==> src/rtl/puc_pkg.sv <==
package puc_pkg;

  localparam int unsigned BYTE_W  = 8;
  localparam int unsigned PAIR_N  = 2;

  localparam logic [BYTE_W-1:0] LOWER_FIRST = 8'h61;
  localparam logic [BYTE_W-1:0] LOWER_LAST  = 8'h7A;
  localparam logic [BYTE_W-1:0] CASE_DELTA  = 8'h20;

  typedef enum logic [1:0] {
    ST_CAP_A = 2'd0,
    ST_CAP_B = 2'd1,
    ST_OUT_A = 2'd2,
    ST_OUT_B = 2'd3
  } puc_state_e;

endpackage

==> src/rtl/puc_rst_sync.sv <==
module puc_rst_sync #(
  parameter int unsigned STAGES = 2
) (
  input  logic clk,
  input  logic rst_n,
  output logic rst_sync_n
);

  logic [STAGES-1:0] chain_q;

  always_ff @(posedge clk or negedge rst_n) begin
    if (!rst_n) begin
      chain_q <= '0;
    end else begin
      chain_q <= {chain_q[STAGES-2:0], 1'b1};
    end
  end

  assign rst_sync_n = chain_q[STAGES-1];

endmodule

==> src/rtl/puc_case_xlate.sv <==
module puc_case_xlate #(
  parameter int unsigned     W     = 8,
  parameter logic [W-1:0]    LO    = 8'h61,
  parameter logic [W-1:0]    HI    = 8'h7A,
  parameter logic [W-1:0]    DELTA = 8'h20
) (
  input  logic [W-1:0] byte_in,
  output logic [W-1:0] byte_out
);

  logic in_range;

  always_comb begin
    in_range = (byte_in >= LO) && (byte_in <= HI);
    if (in_range) begin
      byte_out = byte_in - DELTA;
    end else begin
      byte_out = byte_in;
    end
  end

endmodule

==> src/rtl/puc_slot_bank.sv <==
module puc_slot_bank #(
  parameter int unsigned W     = 8,
  parameter int unsigned SLOTS = 2,
  localparam int unsigned FLAT_W = W * SLOTS
) (
  input  logic              clk,
  input  logic              rst_n,
  input  logic              clr,
  input  logic [SLOTS-1:0]  load_en,
  input  logic [FLAT_W-1:0] slot_d,
  output logic [FLAT_W-1:0] slot_q
);

  for (genvar g = 0; g < SLOTS; g++) begin : g_slot
    logic [W-1:0] hold_q;
    logic [W-1:0] hold_d;
    logic         hold_ce;

    always_comb begin
      hold_ce = clr | load_en[g];
      if (clr) begin
        hold_d = '0;
      end else begin
        hold_d = slot_d[g*W +: W];
      end
    end

    always_ff @(posedge clk or negedge rst_n) begin
      if (!rst_n) begin
        hold_q <= '0;
      end else if (hold_ce) begin
        hold_q <= hold_d;
      end
    end

    assign slot_q[g*W +: W] = hold_q;
  end

endmodule

==> src/rtl/puc_pair_fsm.sv <==
module puc_pair_fsm
  import puc_pkg::*;
#(
  parameter int unsigned SLOTS = PAIR_N
) (
  input  logic             clk,
  input  logic             rst_n,
  input  logic             clr,
  input  logic             wr_en,
  input  logic             rd_en,
  output puc_state_e       state_q,
  output logic [SLOTS-1:0] load_en,
  output logic             full,
  output logic             empty,
  output logic             sel_second
);

  puc_state_e state_d;
  logic       state_ce;

  always_comb begin
    state_d = state_q;
    load_en = '0;
    if (clr) begin
      state_d = ST_CAP_A;
    end else begin
      unique case (state_q)
        ST_CAP_A: begin
          if (wr_en) begin
            load_en[0] = 1'b1;
            state_d    = ST_CAP_B;
          end
        end
        ST_CAP_B: begin
          if (wr_en) begin
            load_en[1] = 1'b1;
            state_d    = ST_OUT_A;
          end
        end
        ST_OUT_A: begin
          if (rd_en) state_d = ST_OUT_B;
        end
        ST_OUT_B: begin
          if (rd_en) state_d = ST_CAP_A;
        end
        default: state_d = ST_CAP_A;
      endcase
    end
    state_ce = (state_d != state_q);
  end

  always_ff @(posedge clk or negedge rst_n) begin
    if (!rst_n) begin
      state_q <= ST_CAP_A;
    end else if (state_ce) begin
      state_q <= state_d;
    end
  end

  always_comb begin
    full       = (state_q == ST_OUT_A) || (state_q == ST_OUT_B);
    empty      = !full;
    sel_second = (state_q == ST_OUT_B);
  end

endmodule

==> src/rtl/pair_upcase_stream.sv <==
module pair_upcase_stream
  import puc_pkg::*;
#(
  parameter int unsigned DATA_W     = BYTE_W,
  parameter int unsigned SYNC_DEPTH = 2,
  localparam int unsigned SLOTS     = PAIR_N,
  localparam int unsigned FLAT_W    = DATA_W * SLOTS
) (
  input  logic              clk,
  input  logic              rst_n,
  input  logic              wr_open,
  input  logic              rd_open,
  input  logic              wr_en,
  input  logic [DATA_W-1:0] wr_data,
  output logic              full,
  input  logic              rd_en,
  output logic [DATA_W-1:0] rd_data,
  output logic              empty
);

  logic              rst_sync_n;
  logic              chan_clr;
  logic [SLOTS-1:0]  load_en;
  logic [DATA_W-1:0] first_up;
  logic [FLAT_W-1:0] slot_d;
  logic [FLAT_W-1:0] slot_q;
  logic              sel_second;
  puc_state_e        state_q;

  puc_rst_sync #(.STAGES(SYNC_DEPTH)) u_rst_sync (
    .clk       (clk),
    .rst_n     (rst_n),
    .rst_sync_n(rst_sync_n)
  );

  assign chan_clr = !(wr_open || rd_open);

  puc_pair_fsm #(.SLOTS(SLOTS)) u_fsm (
    .clk       (clk),
    .rst_n     (rst_sync_n),
    .clr       (chan_clr),
    .wr_en     (wr_en),
    .rd_en     (rd_en),
    .state_q   (state_q),
    .load_en   (load_en),
    .full      (full),
    .empty     (empty),
    .sel_second(sel_second)
  );

  puc_case_xlate #(
    .W    (DATA_W),
    .LO   (DATA_W'(LOWER_FIRST)),
    .HI   (DATA_W'(LOWER_LAST)),
    .DELTA(DATA_W'(CASE_DELTA))
  ) u_xlate (
    .byte_in (wr_data),
    .byte_out(first_up)
  );

  assign slot_d = {wr_data, first_up};

  puc_slot_bank #(.W(DATA_W), .SLOTS(SLOTS)) u_slots (
    .clk    (clk),
    .rst_n  (rst_sync_n),
    .clr    (chan_clr),
    .load_en(load_en),
    .slot_d (slot_d),
    .slot_q (slot_q)
  );

  always_comb begin
    if (sel_second) begin
      rd_data = slot_q[DATA_W +: DATA_W];
    end else begin
      rd_data = slot_q[0 +: DATA_W];
    end
  end

endmodule

==> config.mk <==
export PLATFORM = sky130hd
export DESIGN_NAME = pair_upcase_stream
export DESIGN_NICKNAME = d
export VERILOG_FILES = /design/src/rtl/puc_pkg.sv /design/src/rtl/puc_rst_sync.sv /design/src/rtl/puc_case_xlate.sv /design/src/rtl/puc_slot_bank.sv /design/src/rtl/puc_pair_fsm.sv /design/src/rtl/pair_upcase_stream.sv
export SDC_FILE = /design/constraint.sdc
export NUM_CORES = 1
export LEC_CHECK = 0
export BUFFER_PORTS_ARGS = -buffer_cell sky130_fd_sc_hd__buf_4
export CELL_PAD_IN_SITES_DETAIL_PLACEMENT = 0
export CELL_PAD_IN_SITES_GLOBAL_PLACEMENT = 1
export CORE_ASPECT_RATIO = 0.7
export CORE_MARGIN = 2
export CORE_UTILIZATION = 39
export CTS_CLUSTER_DIAMETER = 200
export CTS_CLUSTER_SIZE = 25
export DETAILED_ROUTE_END_ITERATION = 8
export PLACE_DENSITY_LB_ADDON = 0.08
export SYNTH_ARGS = -nofsm -noshare
export SYNTH_HDL_FRONTEND = slang
export SYNTH_SLANG_ARGS = --single-unit
==> constraint.sdc <==
create_clock -name clk -period 1.2 [get_ports clk]
set_input_delay 0.06 -clock clk [delete_from_list [all_inputs] [get_ports clk]]
set_output_delay 0.06 -clock clk [all_outputs]
set_load 0.05 [all_outputs]
Yosys cells after proc, flatten, opt, wreduce, memory -nomap -nowiden
Index checks and enable logic that the tools add are counted.
- register bits after elaboration: 20
- logic and storage cells: 33
- equal/unequal tests: 4
- bitwise logic cells: 2
- add/sub/neg operators: 1
- reduce and logical (&&, ||, !) cells: 6
- order comparisons: 2
- mux-type cells: 14
- operators with widths (cell ; number):
    2-to-1 mux 8 bit ; 4
    2-to-1 mux 2 bit ; 6
    >= comparator 8 x 7 -> 1 bit, second input constant ; 1
    less-or-equal comparator 8 x 7 -> 1 bit, second input constant ; 1
    one-hot mux 2 bit (4 select lines) ; 1
    subtractor 8 x 6 -> 8 bit, second input constant ; 1
    equality test 2 bit, second input constant ; 2
    2-to-1 mux 1 bit ; 3
    equality test 2 x 1 -> 1 bit, second input constant ; 1
    logical NOT 1 bit ; 2
    logical NOT 2 bit ; 1
    logical OR 1 bit ; 2
    != test 2 bit ; 1
    bitwise OR 1 bit ; 2
    logical AND 1 bit ; 1

Depth between registers and ports, before layout
- depth after elaboration: 4
- mapped depth: 6
- mapped depth without buffers: 5

By module
Synthesis repeated with hierarchy kept, for this count alone.
- cell total of the unflattened synthesis: 96
- area, all modules: 1116.1 um2
- modules (own cells, without submodules) (module ; area each (um2) ; times used ; cells each ; seq. area each (um2)):
    puc_slot_bank ; 659.4 ; 1 ; 52 ; 400.4
    puc_pair_fsm ; 140.1 ; 1 ; 14 ; 50.0
    pair_upcase_stream ; 135.1 ; 1 ; 10 ; 0.0
    puc_case_xlate ; 127.6 ; 1 ; 17 ; 0.0
    puc_rst_sync ; 53.8 ; 1 ; 3 ; 50.0

Least setup slack after synthesis
No wires, ideal clock.
- path type: flip-flop to flip-flop
- from: register u_fsm.state_q[0]
- to: register u_slots.g_slot[0].hold_q[7]
- setup slack: -0.192 ns
- arrival time: 1.252 ns
- data required time: 1.060 ns
- path buffers: 2
- clock period less this slack: 1.392 ns
- cell stages (with the launch flop): 7
- library setup time: 0.140 ns
- path through: dfrtp_1 buf_2 or3b_1 buf_2 nor2_1 o31a_2 nor3_2
- word-level cells in the longest chain between the ends: 4
- RTL lines (element ; RTL line ; source):
    from (decl) ; puc_pair_fsm.sv:11 ; output puc_state_e state_q,
    from (signal assigned) ; puc_pair_fsm.sv:56 ; state_q <= state_d;
    logical NOT 2 bit ; puc_pair_fsm.sv:27 ; unique case (state_q)
    2-to-1 mux 1 bit ; puc_pair_fsm.sv:27 ;
    2-to-1 mux 2 bit ; puc_pair_fsm.sv:24 ; if (clr) begin
    bitwise OR 1 bit ; puc_slot_bank.sv:20 ; hold_ce = clr | load_en[g];
    to (signal assigned) ; puc_slot_bank.sv:32 ; hold_q <= hold_d;
    to (decl) ; puc_slot_bank.sv:15 ; logic [W-1:0] hold_q;
Every way passes these cells.
A chain may end at the register's enable or synchronous reset.

Worst setup path in the final report
- from: register u_fsm.state_q[0]
- to: output rd_data[7]
- word-level cells in the longest chain between the ends: 2
- RTL lines (element ; RTL line ; source):
    equality test 2 bit ; puc_pair_fsm.sv:63 ; sel_second = (state_q == ST_OUT_B);
    2-to-1 mux 8 bit ; pair_upcase_stream.sv:73 ; if (sel_second) begin
    to (decl) ; pair_upcase_stream.sv:17 ; output logic [DATA_W-1:0] rd_data,
Every way passes these cells.

==> flow_summary.toml <==
[run_status]
outcome = "finished with violations"
violated_checks = "negative setup slack"

[final_layout]
post-route-cell-area_um2 = 1618
syn2layout_area_growth_pct = 63.46
drive_above_1_share_pct = 59.31
num-nets-final = 161
insertedDiodeCount = 0
fillerInstances = 196

[cts]
root_buffer = "sky130_fd_sc_hd__clkbuf_4"
path_clk_slew_ps = 110
htree_num_levels = 1
cts.sink_count = 20
insertion_delay_ps = 310
ctsLongestPathBuffers = 2
tritoncts.num_buffers = 3
clock_tree_from_tritoncts = "built"

[power]
vdd_drop_max_mv = 1.147
fraction_of_power_consumed_by_sequential_logic_pct = 26.6
pwr_density_cell_nw_per_um2 = 2426
switchingPower_w = 0.001655
p_int_w = 0.002270
p_comb_share_pct = 63.4
power.share.switching_pct = 42.16
clock_power_share_pct = 10.0
p_leak_nw = 0.8080

[route]
detail_route.drc_violations = 0
routedWlPerCell_um = 14.13
vias_per_cell = 4.911
detailed_route_via_count = 879
routed_wl_um = 2529
ant_nets = 0
drt-pass1-iter-count = 4
number_of_design_rule_violations_left_by_the_first_detailed_router_iteration = 29

[worst_hold_path]
worst_hold_startpoint = "wr_data[4]"
min_to = "u_slots.g_slot[0].hold_q[4]$_DFFE_PN0P_"
hold_path_class = "in2reg"
hold_path_cell_cnt = 3

[worst_setup_path]
critical_path_required_time_ps = 1140
crit_slowest_cell = "sky130_fd_sc_hd__dfrtp_1"
path_max_fanout = 4
worstPathArrival_ps = 1420
ff2ff_setup_slack_ps = -270
regToRegStartpoint = "u_fsm.state_q[1]$_DFFE_PN0P_"
crit_path_end_kind = "primary output"
path_cells = "nand2_2 -> buf_6 -> mux2_4 -> buf_8"
critical_path.startpoint_type = "flop"
crit_path_max_incr_delay_ps = 410
critical_path_class = "reg2out"
ff2ff_path_depth = 6
timing.rr.end = "u_slots.g_slot[0].hold_q[7]$_DFFE_PN0P_"

[placed_design]
io_buffer_count = 23
placement.cell_area_um2 = 1325
place.detailed.hpwl_um = 1730
gp_routability_congestion = 0.7701
detailedPlace.worstSlack_ps = -142.6

[timing]
clock_skew_ps = 9.431
worst_hold_margin_ps = 6.673
report.final.slew_viol_count = 0
timing.final.crit_period_ps = 1483
postLayoutSetupSlackWorst_ps = -283.3
grt_setup_unrepaired = "yes"
report.final.setup_viol = 28
timing.final.hold_violations = 0
finalCritPeriodShare_pct = 123.6
fin_setup_tns_ps = -5778
timing.fmax_mhz = 674.2

[logic_synthesis]
synth_cells = 101
ys_seq_area_share_pct = 50.57
synth_area_per_cell_um2 = 9.799
synth-seq-cells = 20
yosysUniqueCellTypes = 24
syn_area_um2 = 989.7
yosysWarningCount = 0
syn-num-nets = 116

[global_routing]
antenna_violations_before_repair = 0
grt_pass1_wl_um = 4146
maximum_number_of_pins_on_one_net_before_global_route_repair = 19
grt_overflow_total = 0
grt_pass1_vias = 874
grtUsageTotal_pct = 19.20

[floorplanning]
die_w_um = 64.21
coreArea_um2 = 2440
floorplan.die_area_um2 = 2963
chipHeight_um = 46.15
start_util_pct = 40.56
io-pin-count = 24
rows = 15

[flow_run]
drv.max_cap_violation_count = 0
[sequential cells by signal, summed over array words and instances (netlist names)]
name,flops
u_rst_sync.chain_q,2
u_fsm.state_q,2
u_slots.g_slot.hold_q,16
[kinds of logic (layout without fill, tap and decap cells)]
group	count (synthesis)	in the layout	synth area share, %
other cells	1	1	0.3789
xor+xnor	1	1	0.8851
buf+inv	10	54	4.172
flops	20	20	50.57
simple gates	38	38	17.70
compound gates	17	17	10.87
fa+ha+maj	1	1	1.264
mux	13	13	14.16
[stage by stage]
step	cells	power [W]	util [%]
after global placement	170	0.002815	54.31
after CTS	179	0.003659	61.95
after detailed placement	170	0.002843	54.31
after global routing	179	0.004140	66.31
final	179	0.003925	66.31
after floorplan	101	0.002281	-
[Yosys cell counts]
master                     count  area share [%]
sky130_fd_sc_hd__dfrtp_1      20              51
sky130_fd_sc_hd__nand2_1      20             7.6
sky130_fd_sc_hd__a21oi_1      12             6.1
sky130_fd_sc_hd__nor2_1        9             3.4
sky130_fd_sc_hd__mux2_2        8             9.1
sky130_fd_sc_hd__inv_1         5             1.9
sky130_fd_sc_hd__mux2i_1       5             5.1
sky130_fd_sc_hd__buf_2         3             1.5
sky130_fd_sc_hd__nand3_1       3             1.5
sky130_fd_sc_hd__clkbuf_1      2            0.76
sky130_fd_sc_hd__a21oi_2       1            0.89
sky130_fd_sc_hd__conb_1        1            0.38
sky130_fd_sc_hd__ha_1          1             1.3
sky130_fd_sc_hd__nor2b_1       1            0.63
sky130_fd_sc_hd__nor2b_2       1            0.89
sky130_fd_sc_hd__nor3_2        1             1.0
sky130_fd_sc_hd__o211ai_1      1            0.76
sky130_fd_sc_hd__o22ai_2       1             1.3
sky130_fd_sc_hd__o311ai_1      1            0.89
sky130_fd_sc_hd__o31a_2        1             1.0
sky130_fd_sc_hd__or3_1         1            0.63
sky130_fd_sc_hd__or3b_1        1            0.89
sky130_fd_sc_hd__or4_4         1             1.1
sky130_fd_sc_hd__xor2_1        1            0.89
[cell usage in the layout (no fill, tap or decap), drive strengths merged, types with 2 or more instances in the layout]
cell type	synthesis	routed
buf	3	44
dfrtp	20	20
nand2	20	20
a21oi	13	13
nor2	9	9
mux2	8	8
mux2i	5	5
inv	5	5
clkbuf	2	4
nand3	3	3
nor2b	2	2
[power groups by stage]
stage	clock network, W	logic [W]	registers (W)
detailed placement	0	0.00181	0.00104
finish	0.000393	0.00249	0.00104
global placement	0	0.00179	0.00102
CTS	0.000398	0.00224	0.00102
floorplan	0	0.00127	0.00101
global route	0.000436	0.00264	0.00107
[area by class of cell]
class                      count  area (µm²)  area share [%]
sequential                    20       500.5           30.94
tap                           34       42.54           2.630
timing repair buffer          45       441.7           27.30
multi-input combinational     71       575.6           35.58
inverter                       5       21.27           1.315
clock buffer                   4       36.28           2.243
[worst max-delay path by stage]
stage	start	end	slack [ps]	cells after the start
3_5_place_dp	u_fsm.state_q[1]$_DFFE_PN0P_	u_slots.g_slot[0].hold_q[4]$_DFFE_PN0P_	-140	5
6_report	u_fsm.state_q[0]$_DFFE_PN0P_	rd_data[7]	-280	4
2_1_floorplan	u_fsm.state_q[0]$_DFFE_PN0P_	u_slots.g_slot[0].hold_q[7]$_DFFE_PN0P_	-160	6
5_1_grt	u_fsm.state_q[0]$_DFFE_PN0P_	rd_data[4]	-330	4
4_1_cts	u_fsm.state_q[0]$_DFFE_PN0P_	rd_data[7]	-270	4
3_3_place_gp	wr_data[2]	u_slots.g_slot[0].hold_q[6]$_DFFE_PN0P_	-60	5
[routing by layer]
metal | GRT usage [%] | part of all wire [%] | wire length [µm]
met3 | 5.134 | 3.8 | 95
met4 | 6.383 | 0.91 | 23
met5 | 0 | 0 | 0
met1 | 26.03 | 46 | 1154
met2 | 30.42 | 50 | 1255
[worst max-delay path, delay by kind of cell, from the launching register on]
family        cells  cell delay (ps)
simple gates      1               90
flops             1              410
buf+inv           2              290
mux               1              320
[what timing repair did]
action / in CTS / in global routing
resized for setup: 30 / 31
endpoints found under the hold margin: 2 / 0
hold buffers: 1 / 0
pin swaps: 1 / 5
setup endpoints to repair: 19 / 28
buffers inserted: 4 / 1
(Power assumes the default switching activity.)
